===== config.mk =====
export PLATFORM = sky130hd
export DESIGN_NAME = mprx_receiver
export DESIGN_NICKNAME = d
export VERILOG_FILES = /design/src/rtl/mprx_pkg.sv /design/src/rtl/mprx_ctrl.sv /design/src/rtl/mprx_datapath.sv /design/src/rtl/mprx_receiver.sv
export SDC_FILE = /design/constraint.sdc
export NUM_CORES = 1
export LEC_CHECK = 0
export ABC_AREA = 0
export BUFFER_PORTS_ARGS = -buffer_cell sky130_fd_sc_hd__buf_4
export CORE_ASPECT_RATIO = 2
export CORE_MARGIN = 3
export CORE_UTILIZATION = 60
export DETAILED_ROUTE_END_ITERATION = 6
export GPL_TIMING_DRIVEN = 0
export PLACE_DENSITY = 0.83
export REMOVE_ABC_BUFFERS = 1
export SLEW_MARGIN = 20
export SYNTH_ARGS = -nofsm -noshare
export SYNTH_HDL_FRONTEND = slang
export SYNTH_SLANG_ARGS = --single-unit

===== constraint.sdc =====
create_clock -name clk -period 4 [get_ports clk]
set_clock_uncertainty 0.15 [all_clocks]
set_input_delay 0.2 -clock clk [delete_from_list [all_inputs] [get_ports clk]]
set_output_delay 0.2 -clock clk [all_outputs]
set_load 0.02 [all_outputs]

===== src/rtl/mprx_pkg.sv =====
package mprx_pkg;

  // Strobes from the sequencer to the datapath
  typedef struct packed {
    logic sampleBit;  // capture the synchronised line into the shift register
    logic frameEnd;   // this capture is the stop bit: resolve the frame
  } rxStrobe_t;

  typedef enum logic [1:0] {
    RX_IDLE  = 2'd0,
    RX_START = 2'd1,
    RX_SHIFT = 2'd2
  } rxState_e;

endpackage


===== src/rtl/mprx_ctrl.sv =====
module mprx_ctrl
  import mprx_pkg::*;
#(
  parameter int OVERSAMPLE = 16,
  parameter int FRAME_BITS = 10
) (
  input  logic       clk,
  input  logic       rstN,
  input  logic       rxEnable,
  input  logic       sampleTick,
  input  logic       lineSync,
  output rxStrobe_t  strobe
);

  localparam int CNT_W = $clog2(OVERSAMPLE);
  localparam int IDX_W = $clog2(FRAME_BITS);
  localparam logic [CNT_W-1:0] HALF_LAST = CNT_W'(OVERSAMPLE / 2 - 1);
  localparam logic [CNT_W-1:0] FULL_LAST = CNT_W'(OVERSAMPLE - 1);
  localparam logic [IDX_W-1:0] IDX_LAST  = IDX_W'(FRAME_BITS - 1);

  rxState_e         state;
  logic [CNT_W-1:0] tickCnt;
  logic [IDX_W-1:0] bitIdx;

  logic midBit;
  assign midBit = (state == RX_SHIFT) && rxEnable && sampleTick && (tickCnt == FULL_LAST);

  always_comb begin
    strobe.sampleBit = midBit;
    strobe.frameEnd  = midBit && (bitIdx == IDX_LAST);
  end

  always_ff @(posedge clk) begin
    if (!rstN || !rxEnable) begin
      state   <= RX_IDLE;
      tickCnt <= '0;
      bitIdx  <= '0;
    end else if (sampleTick) begin
      unique case (state)
        RX_IDLE: begin
          if (!lineSync) begin
            state   <= RX_START;
            tickCnt <= '0;
          end
        end
        RX_START: begin
          if (tickCnt == HALF_LAST) begin
            tickCnt <= '0;
            bitIdx  <= '0;
            state   <= lineSync ? RX_IDLE : RX_SHIFT;
          end else begin
            tickCnt <= tickCnt + 1'b1;
          end
        end
        RX_SHIFT: begin
          if (tickCnt == FULL_LAST) begin
            tickCnt <= '0;
            if (bitIdx == IDX_LAST) begin
              state  <= RX_IDLE;
              bitIdx <= '0;
            end else begin
              bitIdx <= bitIdx + 1'b1;
            end
          end else begin
            tickCnt <= tickCnt + 1'b1;
          end
        end
        default: state <= RX_IDLE;
      endcase
    end
  end


  disable_idle_chk: assert property (@(posedge clk) disable iff (!rstN)
    !rxEnable |=> (state == RX_IDLE));


  bit_index_range_chk: assert property (@(posedge clk) disable iff (!rstN)
    (state == RX_SHIFT) |-> (bitIdx <= IDX_LAST));


  no_start_disabled_chk: assert property (@(posedge clk) disable iff (!rstN)
    (state == RX_IDLE && !rxEnable) |=> (state == RX_IDLE));

endmodule


===== src/rtl/mprx_datapath.sv =====
module mprx_datapath
  import mprx_pkg::*;
#(
  parameter int DATA_BITS   = 8,
  parameter int SYNC_STAGES = 2
) (
  input  logic                 clk,
  input  logic                 rstN,
  input  logic                 rxLine,
  input  rxStrobe_t            strobe,
  input  logic                 readAck,
  input  logic                 errAck,
  input  logic                 filterWrite,
  input  logic                 filterValue,
  output logic                 lineSync,
  output logic [DATA_BITS-1:0] rxData,
  output logic                 mpBit,
  output logic                 dataFull,
  output logic                 framingErr,
  output logic                 overrunErr,
  output logic                 filterEn
);

  localparam int FRAME_BITS = DATA_BITS + 2;
  localparam int MP_POS     = DATA_BITS;
  localparam int STOP_POS   = DATA_BITS + 1;

  // Input synchroniser, reset to the idle (high) level
  logic [SYNC_STAGES-1:0] syncQ;
  generate
    if (SYNC_STAGES == 1) begin : g_sync1
      always_ff @(posedge clk) begin
        if (!rstN) syncQ <= '1;
        else       syncQ <= rxLine;
      end
    end else begin : g_syncN
      always_ff @(posedge clk) begin
        if (!rstN) syncQ <= '1;
        else       syncQ <= {syncQ[SYNC_STAGES-2:0], rxLine};
      end
    end
  endgenerate
  assign lineSync = syncQ[SYNC_STAGES-1];

  logic [FRAME_BITS-1:0] shReg;
  logic [FRAME_BITS-1:0] nextFrame;
  logic [DATA_BITS-1:0]  newData;
  logic                  newMp;
  logic                  newStop;
  logic                  dropFrame;

  assign nextFrame = {lineSync, shReg[FRAME_BITS-1:1]};
  assign newData   = nextFrame[DATA_BITS-1:0];
  assign newMp     = nextFrame[MP_POS];
  assign newStop   = nextFrame[STOP_POS];
  assign dropFrame = filterEn && !newMp;

  always_ff @(posedge clk) begin
    if (!rstN) shReg <= '0;
    else if (strobe.sampleBit) shReg <= nextFrame;
  end

  always_ff @(posedge clk) begin
    if (!rstN) begin
      rxData     <= '0;
      mpBit      <= 1'b0;
      dataFull   <= 1'b0;
      framingErr <= 1'b0;
      overrunErr <= 1'b0;
      filterEn   <= 1'b0;
    end else begin
      if (readAck) dataFull <= 1'b0;
      if (errAck) begin
        framingErr <= 1'b0;
        overrunErr <= 1'b0;
      end
      if (filterWrite) filterEn <= filterValue;
      if (strobe.frameEnd && !dropFrame) begin
        mpBit <= newMp;
        if (filterEn) filterEn <= 1'b0;
        if (dataFull) begin
          overrunErr <= 1'b1;
        end else begin
          rxData   <= newData;
          dataFull <= 1'b1;
        end
        if (!newStop) framingErr <= 1'b1;
      end
    end
  end


  overrun_keeps_data_chk: assert property (@(posedge clk) disable iff (!rstN)
    dataFull |=> $stable(rxData));


  filter_drop_chk: assert property (@(posedge clk) disable iff (!rstN)
    (strobe.frameEnd && filterEn && !newMp && !readAck && !errAck && !filterWrite)
    |=> ($stable(dataFull) && $stable(framingErr) && $stable(overrunErr) &&
         $stable(rxData) && $stable(mpBit) && filterEn));


  filter_release_chk: assert property (@(posedge clk) disable iff (!rstN)
    (strobe.frameEnd && filterEn && newMp) |=> (!filterEn && mpBit));


  framing_set_chk: assert property (@(posedge clk) disable iff (!rstN)
    (strobe.frameEnd && !filterEn && !newStop) |=> framingErr);

endmodule


===== src/rtl/mprx_receiver.sv =====
module mprx_receiver
  import mprx_pkg::*;
#(
  parameter int DATA_BITS   = 8,
  parameter int OVERSAMPLE  = 16,
  parameter int SYNC_STAGES = 2
) (
  input  logic                 clk,
  input  logic                 rstN,
  input  logic                 rxLine,
  input  logic                 sampleTick,
  input  logic                 rxEnable,
  input  logic                 filterWrite,
  input  logic                 filterValue,
  input  logic                 readAck,
  input  logic                 errAck,
  output logic [DATA_BITS-1:0] rxData,
  output logic                 mpBit,
  output logic                 dataFull,
  output logic                 framingErr,
  output logic                 overrunErr,
  output logic                 filterEn
);

  localparam int FRAME_BITS = DATA_BITS + 2;

  rxStrobe_t strobe;
  logic      lineSync;

  mprx_ctrl #(
    .OVERSAMPLE(OVERSAMPLE),
    .FRAME_BITS(FRAME_BITS)
  ) u_ctrl (
    .clk       (clk),
    .rstN      (rstN),
    .rxEnable  (rxEnable),
    .sampleTick(sampleTick),
    .lineSync  (lineSync),
    .strobe    (strobe)
  );

  mprx_datapath #(
    .DATA_BITS  (DATA_BITS),
    .SYNC_STAGES(SYNC_STAGES)
  ) u_dp (
    .clk        (clk),
    .rstN       (rstN),
    .rxLine     (rxLine),
    .strobe     (strobe),
    .readAck    (readAck),
    .errAck     (errAck),
    .filterWrite(filterWrite),
    .filterValue(filterValue),
    .lineSync   (lineSync),
    .rxData     (rxData),
    .mpBit      (mpBit),
    .dataFull   (dataFull),
    .framingErr (framingErr),
    .overrunErr (overrunErr),
    .filterEn   (filterEn)
  );


  flags_hold_chk: assert property (@(posedge clk) disable iff (!rstN)
    (!rxEnable && !readAck && !errAck)
    |=> ($stable(dataFull) && $stable(framingErr) && $stable(overrunErr) && $stable(rxData)));

endmodule


### Word-level counts from Yosys, hierarchy flattened

Cells that the tools add are included.

* register bits: 35
* bits of input ports: 9
* logic and storage cells: 67

* add/subtract/negate cells: 2
* eq/ne operators: 9
* muxes and demuxes: 26
* bitwise logic cells: 1
* reductions and logical operators: 18

Operators by type and width (number)
* $mux W4: 6
* $mux W1: 12
* $pmux W4 S3: 1
* $mux W2: 5
* $add A4 B1 Y4 const B: 2
* $eq A4 B4 Y1 const B: 2
* $pmux W4 S2: 1
* $logic_and A1 B1 Y1: 6
* $ne A2 B2 Y1 const B: 3
* $pmux W2 S3: 1
* $reduce_and A5 Y1: 1
* $eq A4 B3 Y1 const B: 1
* $logic_not A1 Y1: 4
* $reduce_and A4 Y1: 1
* $reduce_and A3 Y1: 1
* $reduce_bool A3 Y1: 1
* $eq A2 B1 Y1 const B: 1
* $eq A2 B2 Y1 const B: 1
* $logic_not A2 Y1: 1
* $ne A2 B1 Y1 const B: 1
* $reduce_and A2 Y1: 1
* $reduce_bool A2 Y1: 1
* $logic_or A1 B1 Y1: 1
* $not A1 Y1: 1

### Depth between registers and ports, before layout

* depth after elaboration: 7
* mapped depth: 8

### Modules after synthesis

A second synthesis with hierarchy kept.

* cell total of the unflattened synthesis: 171
* area total of the unflattened synthesis: 1611.5 sq um

By module, submodules not included
* mprx_datapath: times used 1, cells each 90, area an instance 933.4 sq um
* mprx_ctrl: times used 1, cells each 81, area an instance 678.2 sq um

### Worst setup path after synthesis

OpenSTA, ideal clock, no wires.

* path type: register -> register
* from: register u_ctrl.state[0]
* to: register u_ctrl.bitIdx[3]
* setup time: 74 ps
* arrival time: 1823 ps
* path slack: 1953 ps
* stages on the path, launching flop included: 8
* path buffers: 1
* cells stage by stage: dfxtp_1 -> inv_1 -> ha_1 -> buf_2 -> mux2i_1 -> or4b_1 -> or4_1 -> o21ai_0

* word-level cells in the longest chain between the ends: 3
* elaborated cells on any way between the ends: 7
* classes of those cells: eq/ne (4); mux (1); reduce/logical (2)

Ends and longest elaborated chain
* from (decl): RTL line mprx_ctrl.sv:21 `rxState_e state;`
* from (signal assigned): RTL line mprx_ctrl.sv:50 `state <= lineSync ? RX_IDLE : RX_SHIFT;`
* $eq A2 B2 Y1 or $eq A2 B1 Y1 (tied branches): RTL line mprx_ctrl.sv:39 `unique case (state)`
* $ne A2 B2 Y1 (no source line), or another cell as far along
* $reduce_and A4 Y1 (no source line)
* to (signal assigned): RTL line mprx_ctrl.sv:62 `bitIdx <= bitIdx + 1'b1;`
* to (decl): RTL line mprx_ctrl.sv:23 `logic [IDX_W-1:0] bitIdx;`

Parallel ways exist; a longest one is shown, timed or not.
A chain may end at the register's enable or synchronous reset.

### Final worst setup path

* from: register u_ctrl.state[0]
* to: register u_dp.rxData[1]

* word-level cells in the longest chain between the ends: 7

Ends and longest elaborated chain
* $eq A2 B2 Y1: RTL line mprx_ctrl.sv:26 `assign midBit = (state == RX_SHIFT) && rxEnable && sampleTick && (tickCnt == FULL_LAST);`
* $logic_and A1 B1 Y1 (3 in a row): RTL line mprx_ctrl.sv:26
* $logic_and A1 B1 Y1: RTL line mprx_ctrl.sv:30 `strobe.frameEnd = midBit && (bitIdx == IDX_LAST);`
* $logic_and A1 B1 Y1: RTL line mprx_datapath.sv:78 `if (strobe.frameEnd && !dropFrame) begin`
* $reduce_and A2 Y1 (no source line)
* to (signal assigned): RTL line mprx_datapath.sv:84 `rxData <= newData;`
* to (decl): RTL line mprx_datapath.sv:16 `output logic [DATA_BITS-1:0] rxData,`

No other way between the ends.

==> run metrics <==
Vias 1,353; crit path cell chain inv_1 > ha_1 > nand4_1 > nor2_2 > nand3_1 > a21boi_0; worst reg2reg path startpoint u_ctrl.state[0]; commonest non-fill, non-tap cell in the layout dfxtp_1; Port Buffers 21; Yosys cell types 39; fin. max-slew vios 0; Slew @ Worst Pin 0.887 ns; largest family of logic cells by synthesized area simple AND/OR/NAND/NOR gates; Cells after Synth 174; Post-CTS Resized 0; area share of xor/xnor cells in the synthesized design 0; die area approximately 3300 um^2; CP arrival 2.32 ns; Peak supply drop 302 uV; Fmax achieved around 440 MHz; CTS root buffer clkbuf_8; Slew headroom 0.404; Clock H-tree levels 2; DR iter-0 viols 26; status finished, final reports clean; WS Path Type flip-flop to flip-flop; WP data required between 4 and 5 ns; area of the multi-input gates between 800 and 900 um^2; Top Family by Delay on Critical Path simple AND/OR/NAND/NOR gates; most frequent cells in the layout dfxtp_1 (34), buf_4 (21), o21ai_0 (14); clk_lat worst skew ~0.28 ns; largest net degree at the start of global routing 27; post-route ant nets 0; Worst Hold Launch rstN; multiplexer share of the synthesized area 0.0571; Final Hold Viols 0; CTS buffer count 5; number of global-route vias before repair 1,336; diode count 0; Worst Reg-to-Reg Cells 6; Synth Area in Compound Gates 0.190; Worst-path clk slew around 0.060 ns; Vias/cell 6.09; initial core utilization 0.647; Leak 0.000650 uW; Hold WC Path Type input port to flip-flop; maxcap violations 0; mean post-synth cell area 9.07 um^2; drt pass-1 iters 4; total track usage 0.225; Crit path depth 6; final worst path period need 2.28 ns; number of top-level pins 22; DR WL/cell 15.0 um; dpl cell area 1740 um^2; Setup crit end kind flip-flop; residual DRC count 0; synthesized area approximately 1600 um^2; Core ar. about 2400 um^2; #FFs+latches synth 34; GPL Wtd Cong 0.830; total congestion overflow 0; Core Rows 25; reg2reg end u_dp.rxData[1]; CTS max path bufs 2; FILL cells between 150 and 200; Setup Buffers After CTS 0; Hold Path Depth 2; adder-cell share of the synthesized area 0.0634; Synth area leader dfxtp_1; share of cells above drive strength 1 0.164; Max Fanout on Critical Path 17; leading post-synthesis cells by cell area dfxtp_1 (43%), ha_1 (6.3%), mux2i_1 (5.7%), a21boi_0 (4.8%), o21ai_0 (4.4%); Die Y-Extent ~79 um; RSZ-0062 raised after global routing no; Final Setup Violations 0; area grow syn2layout 16.0%; Total Wirelength 3320 um; TritonCTS clock tree built; top-area cell type share of the netlist area 0.431; crit path launch type flip-flop; Reg area 681 um^2; DP Wirelength 2440 um; post-route setup TNS 0 ns; Finished Cell Area 1830 um^2; Seq/Total Area, Yosys 0.431; R2R setup slack 1.72 ns; Synth Warn # 0; Sink Count 34; initial antenna violation count 0; max incr delay on CP 0.67 ns; Worst Hold Endpoint u_dp.syncQ[1]; first-pass GRT wire length 5840 um; CP Buf/Inv Count 1; nets 213; hold_buf cts 1; Slowest-stage cell, CP nor2_2; Die Width 42.3 um; final period utilization 0.569; simple-gate area share of the yosys netlist 0.222; pwr/cell area 336 nW/um^2
## power breakdown
part	total [uW]	internal (uW)	switching, uW
clock network	246	133	114
registers	342	340	1.63
logic	26.5	12.8	13.7
total	615	486	129
## layer usage
layer,up-vias,wire length [um],GRT usage
li1,660,-,-
met1,641,1250,0.236
met2,41,1860,0.408
met3,11,123,0.0528
met4,0,85,0.103
met5,-,0,0
## cells in the mapped netlist, drive strengths merged
library cell / instances
nand3: 9
o21ai: 15
or4: 2
and2: 5
or4b: 1
o311ai: 1
a21oi: 5
a22oi: 1
o31ai: 1
nor3: 3
nand4b: 1
nand2: 11
o211ai: 3
nand3b: 4
or3: 1
and3: 1
a21boi: 10
a21o: 1
dfxtp: 34
buf: 3
nand2b: 5
mux2i: 9
nand4: 1
o41ai: 1
or2: 3
a21bo: 1
nor2: 7
ha: 8
a31oi: 2
clkbuf: 4
nor2b: 9
a311oi: 1
o22ai: 2
inv: 7
o32ai: 2
## registers in the layout (all words and copies together) (netlist names)
register	flops
u_dp.shReg	9
u_dp.rxData	8
u_ctrl.bitIdx	4
u_ctrl.tickCnt	4
u_ctrl.state	2
u_dp.syncQ	2
u_dp.dataFull	1
u_dp.filterEn	1
u_dp.framingErr	1
u_dp.mpBit	1
u_dp.overrunErr	1
## cell families after synthesis
group,Yosys count
AO/OA/AOI/OAI,46
adder cells (fa/ha/maj),8
buffers and inverters,14
flip-flops,34
multiplexers,9
AND/OR/NAND/NOR,63
## metrics by stage
| stage | util | total power, uW | cells | hold WS [ns] | setup WS [ns] |
|---|---|---|---|---|---|
| 5_1_grt | 0.750 | 640 | 222 | 0.0953 | 1.51 |
| 4_1_cts | 0.750 | 621 | 222 | 0.0714 | 1.75 |
| 6_report | 0.750 | 615 | 222 | 0.0775 | 1.72 |
| 3_5_place_dp | 0.712 | 375 | 215 | 0.243 | 1.77 |
| 3_3_place_gp | 0.712 | 374 | 215 | 0.233 | 1.82 |
| 2_1_floorplan | - | 361 | 167 | 0.123 | 2.00 |
## cell type report
type | instances | share of cell area
Clock buffer | 6 | 0.0451
Inverter | 7 | 0.0144
Sequential cell | 34 | 0.372
Multi-Input combinational cell | 126 | 0.459
Timing Repair Buffer | 22 | 0.0916
Tap cell | 27 | 0.0185
## worst max-delay path by stage
stage                          from                to  slack, ns
finish              u_ctrl.state[0]    u_dp.rxData[1]       1.72
detailed placement  u_ctrl.state[0]    u_dp.rxData[2]       1.77
global route        u_ctrl.state[0]    u_dp.rxData[6]       1.51
floorplan           u_ctrl.state[0]  u_ctrl.bitIdx[3]       2.00
CTS                 u_ctrl.state[0]    u_dp.rxData[2]       1.75
global placement    u_ctrl.state[0]     u_dp.shReg[4]       1.82
## worst register-to-register path, stage by stage, from the launching register on
cell and delay, ns:
dfxtp_1 0.35, inv_1 0.11, ha_1 0.32, nand4_1 0.23, nor2_2 0.67, nand3_1 0.15
a21boi_0 0.22
Note: power is estimated with default switching activity, not from simulation.
